===== src/rtl/bmdma_pkg.sv =====
package bmdma_pkg;
    localparam int DATA_W   = 32;
    localparam int BYTE_W   = 8;

    typedef enum logic [1:0] {
        SZ_BYTE = 2'b00,
        SZ_HALF = 2'b01,
        SZ_WORD = 2'b10,
        SZ_WRD2 = 2'b11
    } acc_size_e;

    typedef struct packed {
        logic [BYTE_W-1:0] cmd;
        logic [BYTE_W-1:0] sta;
        logic [DATA_W-1:0] ptr;
    } chan_regs_t;

    typedef struct packed {
        logic legacy;
        logic cfg;
    } irq_state_t;
endpackage


===== src/rtl/bmdma_chan.sv =====
module bmdma_chan
    import bmdma_pkg::*;
(
    input  logic              clk,
    input  logic              rst_n,
    input  logic              wr_cmd,
    input  logic              wr_sta,
    input  logic [3:0]        ptr_be,
    input  logic [DATA_W-1:0] wdata_rep,
    input  logic              hw_active,
    input  logic              hw_err_set,
    input  logic              hw_irq_set,
    output logic [BYTE_W-1:0] cmd,
    output logic [BYTE_W-1:0] sta,
    output logic [DATA_W-1:0] ptr
);
    chan_regs_t r_d, r_q;

    always_comb begin
        r_d = r_q;
        if (wr_cmd) begin
            r_d.cmd = wdata_rep[BYTE_W-1:0];
        end
        if (wr_sta) begin
            r_d.sta = {1'b0, wdata_rep[6:5], 2'b00,
                       r_q.sta[2:1] & ~wdata_rep[2:1], r_q.sta[0]};
        end
        r_d.sta[0] = hw_active;
        if (hw_err_set) r_d.sta[1] = 1'b1;
        if (hw_irq_set) r_d.sta[2] = 1'b1;
        for (int b = 0; b < 4; b++) begin
            if (ptr_be[b]) r_d.ptr[b*BYTE_W +: BYTE_W] = wdata_rep[b*BYTE_W +: BYTE_W];
        end
        r_d.ptr[1:0] = 2'b00;
    end

    always_ff @(posedge clk) begin
        if (!rst_n) r_q <= '0;
        else        r_q <= r_d;
    end

    assign cmd = r_q.cmd;
    assign sta = r_q.sta;
    assign ptr = r_q.ptr;

    // active bit follows hardware, one cycle later
    a_r5_active_hi: assert property (@(posedge clk) disable iff (!rst_n)
        hw_active |=> sta[0]);
    a_r5_active_lo: assert property (@(posedge clk) disable iff (!rst_n)
        !hw_active |=> !sta[0]);
    // write-one clears interrupt flag absent a hardware set
    a_r6_w1c_irq: assert property (@(posedge clk) disable iff (!rst_n)
        (wr_sta && wdata_rep[2] && !hw_irq_set) |=> !sta[2]);
    // hardware set wins
    a_r7_hw_irq: assert property (@(posedge clk) disable iff (!rst_n)
        hw_irq_set |=> sta[2]);
    a_r7_hw_err: assert property (@(posedge clk) disable iff (!rst_n)
        hw_err_set |=> sta[1]);
    // reserved status bits stay zero
    a_r4_rsvd_zero: assert property (@(posedge clk) disable iff (!rst_n)
        (sta[7] == 1'b0) && (sta[4:3] == 2'b00));
    // pointer alignment
    a_r8_ptr_align: assert property (@(posedge clk) disable iff (!rst_n)
        ptr[1:0] == 2'b00);
endmodule


===== src/rtl/bmdma_irq_mirror.sv =====
module bmdma_irq_mirror
    import bmdma_pkg::*;
(
    input  logic clk,
    input  logic rst_n,
    input  logic irq_in,
    output logic legacy_irq,
    output logic cfg_flag
);
    irq_state_t s_d, s_q;

    always_comb begin
        s_d        = s_q;
        s_d.legacy = irq_in;
        s_d.cfg    = irq_in;
    end

    always_ff @(posedge clk) begin
        if (!rst_n) s_q <= '0;
        else        s_q <= s_d;
    end

    assign legacy_irq = s_q.legacy;
    assign cfg_flag   = s_q.cfg;

    // both outputs follow the drive level after one cycle
    a_r9_cfg_follow: assert property (@(posedge clk) disable iff (!rst_n)
        irq_in |=> cfg_flag);
    a_r9_cfg_clear: assert property (@(posedge clk) disable iff (!rst_n)
        !irq_in |=> !cfg_flag);
    a_r9_legacy_follow: assert property (@(posedge clk) disable iff (!rst_n)
        irq_in |=> legacy_irq);
endmodule


===== src/rtl/bmdma_regbank.sv =====
module bmdma_regbank
    import bmdma_pkg::*;
#(
    parameter int NCH = 2
) (
    input  logic                       clk,
    input  logic                       rst_n,
    input  logic                       acc_valid,
    input  logic                       acc_write,
    input  logic [$clog2(NCH)+2:0]     acc_addr,
    input  logic [1:0]                 acc_size,
    input  logic [DATA_W-1:0]          acc_wdata,
    output logic [DATA_W-1:0]          rd_data,
    input  logic [NCH-1:0]             hw_active,
    input  logic [NCH-1:0]             hw_err_set,
    input  logic [NCH-1:0]             hw_irq_set,
    input  logic [NCH-1:0]             chan_irq,
    output logic [NCH*BYTE_W-1:0]      cmd_out,
    output logic [NCH*DATA_W-1:0]      ptr_out,
    output logic [NCH-1:0]             legacy_irq,
    output logic [NCH-1:0]             cfg_irq_flag
);
    localparam int CH_W = (NCH > 1) ? $clog2(NCH) : 1;
    localparam int AW   = $clog2(NCH) + 3;

    logic [CH_W-1:0]    ch_sel;
    logic [2:0]         loc;
    logic               is_byte, is_half;
    logic [DATA_W-1:0]  wdata_rep;
    logic [3:0]         be_ptr;
    logic [NCH-1:0]     wr_cmd, wr_sta;
    logic [BYTE_W-1:0]  sta_v [NCH];
    logic [BYTE_W-1:0]  cmd_v [NCH];
    logic [DATA_W-1:0]  ptr_v [NCH];

    always_comb begin
        if (NCH > 1) ch_sel = CH_W'(acc_addr[AW-1:3]);
        else         ch_sel = '0;
    end
    assign loc     = acc_addr[2:0];
    assign is_byte = (acc_size == SZ_BYTE);
    assign is_half = (acc_size == SZ_HALF);

    always_comb begin
        if (is_byte)      wdata_rep = {4{acc_wdata[7:0]}};
        else if (is_half) wdata_rep = {2{acc_wdata[15:0]}};
        else              wdata_rep = acc_wdata;
        if (is_byte)      be_ptr = 4'b0001 << loc[1:0];
        else if (is_half) be_ptr = loc[1] ? 4'b1100 : 4'b0011;
        else              be_ptr = 4'b1111;
    end

    generate
        for (genvar c = 0; c < NCH; c++) begin : g_ch
            logic hit;
            assign hit = acc_valid && acc_write && (ch_sel == CH_W'(c));
            assign wr_cmd[c] = hit && !loc[2] && is_byte && (loc[1:0] == 2'd0);
            assign wr_sta[c] = hit && !loc[2] && is_byte && (loc[1:0] == 2'd2);

            bmdma_chan u_chan (
                .clk        (clk),
                .rst_n      (rst_n),
                .wr_cmd     (wr_cmd[c]),
                .wr_sta     (wr_sta[c]),
                .ptr_be     ((hit && loc[2]) ? be_ptr : 4'b0000),
                .wdata_rep  (wdata_rep),
                .hw_active  (hw_active[c]),
                .hw_err_set (hw_err_set[c]),
                .hw_irq_set (hw_irq_set[c]),
                .cmd        (cmd_v[c]),
                .sta        (sta_v[c]),
                .ptr        (ptr_v[c])
            );

            bmdma_irq_mirror u_irq (
                .clk        (clk),
                .rst_n      (rst_n),
                .irq_in     (chan_irq[c]),
                .legacy_irq (legacy_irq[c]),
                .cfg_flag   (cfg_irq_flag[c])
            );

            assign cmd_out[c*BYTE_W +: BYTE_W] = cmd_v[c];
            assign ptr_out[c*DATA_W +: DATA_W] = ptr_v[c];
        end
    endgenerate

    always_comb begin
        logic [DATA_W-1:0] sel_ptr;
        sel_ptr = ptr_v[ch_sel];
        rd_data = '0;
        if (!loc[2]) begin
            if (is_half)       rd_data = 32'h0000_FFFF;
            else if (!is_byte) rd_data = 32'hFFFF_FFFF;
            else begin
                case (loc[1:0])
                    2'd0:    rd_data = {24'h0, cmd_v[ch_sel]};
                    2'd2:    rd_data = {24'h0, sta_v[ch_sel]};
                    default: rd_data = 32'h0000_00FF;
                endcase
            end
        end else begin
            if (is_byte)      rd_data = {24'h0, sel_ptr[{loc[1:0], 3'b000} +: 8]};
            else if (is_half) rd_data = {16'h0, sel_ptr[{loc[1], 4'b0000} +: 16]};
            else              rd_data = sel_ptr;
        end
    end

    // a wide write to the command/status word leaves commands alone
    a_r2_wide_wr_ignored: assert property (@(posedge clk) disable iff (!rst_n)
        (acc_valid && acc_write && !loc[2] && !is_byte) |=> $stable(cmd_out));
    // a write to channel 1 never alters channel 0 command or pointer
    a_r1_ch_isolate: assert property (@(posedge clk) disable iff (!rst_n)
        (acc_valid && acc_write && (ch_sel != '0)) |=>
            ($stable(cmd_out[BYTE_W-1:0]) && $stable(ptr_out[DATA_W-1:0])));
endmodule


===== config.mk =====
export PLATFORM = sky130hd
export DESIGN_NAME = bmdma_regbank
export DESIGN_NICKNAME = d
export VERILOG_FILES = /design/src/rtl/bmdma_pkg.sv /design/src/rtl/bmdma_chan.sv /design/src/rtl/bmdma_irq_mirror.sv /design/src/rtl/bmdma_regbank.sv
export SDC_FILE = /design/constraint.sdc
export NUM_CORES = 1
export LEC_CHECK = 0
export BUFFER_PORTS_ARGS = -buffer_cell sky130_fd_sc_hd__buf_2
export CAP_MARGIN = 15
export CORE_MARGIN = 4
export CORE_UTILIZATION = 51
export DETAILED_ROUTE_END_ITERATION = 7
export PLACE_DENSITY = 0.81
export SYNTH_ARGS = -nofsm -noshare
export SYNTH_HDL_FRONTEND = slang
export SYNTH_SLANG_ARGS = --single-unit

===== constraint.sdc =====
create_clock -name clk -period 3 [get_ports clk]
set_input_delay 0.6 -clock clk [delete_from_list [all_inputs] [get_ports clk]]
set_output_delay 0.6 -clock clk [all_outputs]
set_load 0.05 [all_outputs]

Word-level counts from Yosys, hierarchy flattened --
Cells that the tools add are included.
Cells by class: add/sub/neg operators 0, multipliers 0, div/mod/pow operators 0, $lt $le $gt $ge 1, eq/ne operators 2, shifts and indexed selects 3, mux-type cells 28, bitwise logic cells 5, reductions and logical operators 20
Operators with widths (number):
- $mux W32 | 10
- $mux W8 | 5
- $shiftx A32 B6 Y16 | 1
- $shiftx A32 B6 Y8 | 1
- $mux W7 | 3
- $mux W4 | 5
- $pmux W8 S2 | 1
- $logic_and A1 B1 Y1 | 13
- $reduce_bool A2 Y1 | 4
- $and A2 B2 Y2 | 2
- $logic_not A2 Y1 | 2
- $mux W1 | 4
- $shl A1 B2 Y4 const A | 1
- $eq A2 B1 Y1 const B | 1
- $eq A2 B2 Y1 const B | 1
- $ge A2 B2 Y1 const B | 1
- $not A1 Y2 | 1
- $not A2 Y2 | 1
- $logic_not A1 Y1 | 1
- $not A1 Y1 | 1
Word-level totals: register bits 92, bits in latches 0, bits in writable memories 0, ROM bits 0, input bits 50, output and inout port bits 116, logic and storage cells 81, memories 0

Depth between registers and ports, before layout --
depth in word-level cells 8, gate-level depth with buffers 8, mapped depth without buffers 4

Modules after synthesis --
Synthesis repeated with hierarchy kept, for this count alone.
Second synthesis, totals: cells, all modules 546, area total of the unflattened synthesis 5407.7 um^2
By module, submodules not included:
- bmdma_chan | times used 2, cells an instance 145, area an instance 1650.3 um^2, sequential area each 860.8 um^2
- bmdma_regbank | times used 1, cells an instance 250, area an instance 2039.5 um^2, sequential area each 0.0 um^2
- bmdma_irq_mirror | times used 2, cells an instance 3, area an instance 33.8 um^2, sequential area each 20.0 um^2

Least setup slack after synthesis --
OpenSTA, ideal clock, no wires.
kind input to output, from input port acc_size[1], to output port rd_data[14], arrival time 2.775 ns, required time 2.400 ns, path slack -0.375 ns, stages on the path 6, path buffers 2, cell sequence clkbuf_1 > nand3b_1 > buf_2 > and2_1 > a211oi_1 > a311oi_1
Between the ends: longest elaborated chain between the ends 4, elaborated cells on any way between the ends 7, classes of those cells eq/ne: 1; mux: 5; reduce/logical: 1
Ends and longest elaborated chain:
- from (decl) | line bmdma_regbank.sv:11 | input logic [1:0] acc_size,
- $eq A2 B1 Y1 / $logic_not A2 Y1 (equally long branches) | line bmdma_regbank.sv:42, bmdma_regbank.sv:41
- $mux W32, on equally long branches | line bmdma_regbank.sv:104, bmdma_regbank.sv:94
- $mux W32, on equally long branches | line bmdma_regbank.sv:103, bmdma_regbank.sv:93
- $mux W32 (*) | line bmdma_regbank.sv:92 | if (!loc[2]) begin
- to (decl) | line bmdma_regbank.sv:13 | output logic [DATA_W-1:0] rd_data,
Every way passes the cells marked *; elsewhere a longest branch is shown, timed or not.

Worst setup path after layout --
from input port acc_size[1], to output port rd_data[10]
The elaborated chain is that of the path after synthesis.

==> metrics.cfg <==
[run_status]
status=complete, no violations

[logic_synthesis]
synthArstFlopShare=0
synth_cell_types=44
synth_seq_area_share=0.359
synth_edf_count=0
synth_ff_type=dfxtp_1
netlist_top_cells_count=dfxtp_1, mux2i_1, nand3_1
synth-compound-area-share=0.237
yosys_warnings=0
synth.area.mux_share=0.181
yosys.area_share.simple=0.160
synth_cells=535
synth.cell_area_um2=4900
synth_xor_area_frac=0
synth_area_leader_cell=dfxtp_1
syn_avg_cell_area_um2=9.17
synth.most_common_cell=dfxtp_1
synth.top_cell.area_share=0.359
ys_seq_elements=88
synth_top_family_by_area=compound AO/OA/AOI/OAI gates
synth_fa_ha_area_frac=0
synth_area_leaders=dfxtp_1, mux2i_1, o211a_1

[setup_path]
critPathArrivalTime_ps=2220
cp-end-kind=output port
critPathKind=in -> out
crit_fanout=16
required_ps=2400
start_kind=input port
rr_worst_depth=2

[global_routing]
antenna_found_initial=1
first_global_vias=4778
grt_start_max_net_pins=46
gr-total-overflow=0
grt_pass1_wl_mm=25.7
groute.usage.overall=0.292

[power_and_ir_drop]
p_per_area_nw_per_um2=457
net-switching-power_uw=866
ir_drop_mv=0.266
p_int_uw=1900
switching_share=0.313
power_uw=2770
power.share.clock=0.343
p_leak_uw=0.00302
p_seq_frac=0.441
p_comb_frac=0.217

[floorplanning]
row_count=35
start_util=0.528
die-height_um=106
dieArea_um2=11200
die_x_um=106
core_area_um2=9280
io_pins=166

[clocking]
clk_pin_slew_worst_paths_ps=80
hold_buffers=0
postCtsSetupRepairBufs=0
htreeDepth=3
insertion_delay_ps=350
cts_tree=built
cts_buffers=9
ctsRootBufferMaster=clkbuf_8
cts_num_sinks=88
cts-resized-gates=0
clockBufferDepth=2

[sta]
report.final.slew_viol_count=0
worst_pin_slew_ps=635
period_needed_ps=2820
period_share=0.938
hold_viol_final=0
max-slew-margin-rel=0.575
layout_setup_ws_ps=185
setup_viol=0
max_freq_ghz=0.355
rsz0062_at_grt=false
fin_worst_skew_ps=0

[final_layout]
fin_cells=813
insertedDiodeCount=0
n_fill_cell=807
drive_gt1_frac=0.338
nNetsFinal=729
area_delta_synth_final_pct=23.4
fin_area_um2=6050

[routing]
vias=5048
wl_mm=17.0
antenna_left=0
post_drt_via_cell_ratio=6.21
wl_per_cell_um=20.9
drt-pass1-iter-count=5
drt_drc_violations_left=0
drt_first_iter_violations=441

[placed_design]
dp_cells=797
place_congestion=0.914
place_hpwl_mm=12.6
portBuffers=161
placed_cell_area_um2=5810
place_ws_ps=237

[worst_hold_path]
hold_path.class=in -> reg
whs_path_depth=2

[flow_run]
max-cap-violations=0

[cells by family (layout without fill, tap and decap cells)]
logic type      after synthesis  after routing
compound gates              160            160
simple gates                146            146
flops                        88             88
mux                          80             80
buf+inv                      60            206
other cells                   1              4
[through the flow]
stage,util,TNS (ps),hold WS [ps]
after detailed placement,0.626,0,462
after CTS,0.652,0,433
final,0.652,0,448
after global placement,0.626,0,448
after floorplan,-,-1850,439
after global routing,0.652,0,439
[path summary, 6_finish.rpt]
check	from	to	slack, ps
worst max-delay path	acc_size[1]	rd_data[10]	180
worst min-delay path	chan_irq[1]	g_ch[1].u_irq.legacy_irq	450
worst max register to register	g_ch[0].u_chan.ptr[26]	g_ch[0].u_chan.ptr[26]	2220
worst min register to register	g_ch[1].u_chan.sta[6]	g_ch[1].u_chan.sta[6]	490
[power by group through the flow]
| stage | Combinational (µW) | Clock (µW) | Sequential [µW] |
|---|---|---|---|
| after CTS | 592 | 958 | 1220 |
| after global routing | 628 | 995 | 1220 |
| after global placement | 580 | 0 | 1250 |
| after detailed placement | 590 | 0 | 1250 |
| after floorplan | 363 | 0 | 1300 |
| final | 599 | 948 | 1220 |
[layer usage]
layer	wire length, µm	global-route usage	vias to the layer above
li1	-	-	2259
met1	6750	0.369	2392
met2	7620	0.456	324
met3	1730	0.0680	71
met4	857	0.166	2
met5	11	0	-
[flip-flops by register name, summed over array words and instances, names as in the netlist]
name                   cells
g_ch.u_chan.ptr           60
g_ch.u_irq.legacy_irq      2
g_ch.u_chan.cmd           16
g_ch.u_chan.sta           10
[area by class of cell]
type / count / area [µm²] / share of cell area
Tap cell: 129 / 161 / 0.0267
Clock buffer: 12 / 165 / 0.0273
Inverter: 2 / 7.51 / 0.00124
Sequential cell: 88 / 1760 / 0.291
Clock inverter: 4 / 75.1 / 0.0124
Timing Repair Buffer: 188 / 1010 / 0.167
Multi-Input combinational cell: 390 / 2870 / 0.475
[worst max-delay path: stages]
cell	delay, ps
buf_2	270
nand3b_1	160
buf_4	240
and2_1	160
a211oi_1	50
a311oi_1	390
buf_2	340
[cells in the final DEF (no fill, tap or decap), types with 3 or more instances in the layout]
cell type / netlist / layout
a211oi_1: 20 / 20
o221ai_1: 6 / 6
buf_2: 7 / 161
a21boi_0: 12 / 12
o21a_1: 5 / 5
buf_4: 8 / 27
o21ai_2: 8 / 8
and2_1: 15 / 15
o22a_1: 3 / 3
nand4_1: 3 / 3
nor3b_1: 4 / 4
nor2_1: 5 / 5
o21ai_0: 41 / 41
mux4_2: 7 / 7
clkbuf_8: 0 / 12
nor2b_1: 23 / 23
conb_1: 1 / 4
nand2_1: 34 / 34
mux2i_1: 73 / 73
a21oi_2: 2 / 4
a21oi_1: 19 / 17
a311oi_1: 8 / 6
nand3_1: 49 / 49
dfxtp_1: 88 / 88
o211a_1: 32 / 32
Power figures use the tool's default switching activity.
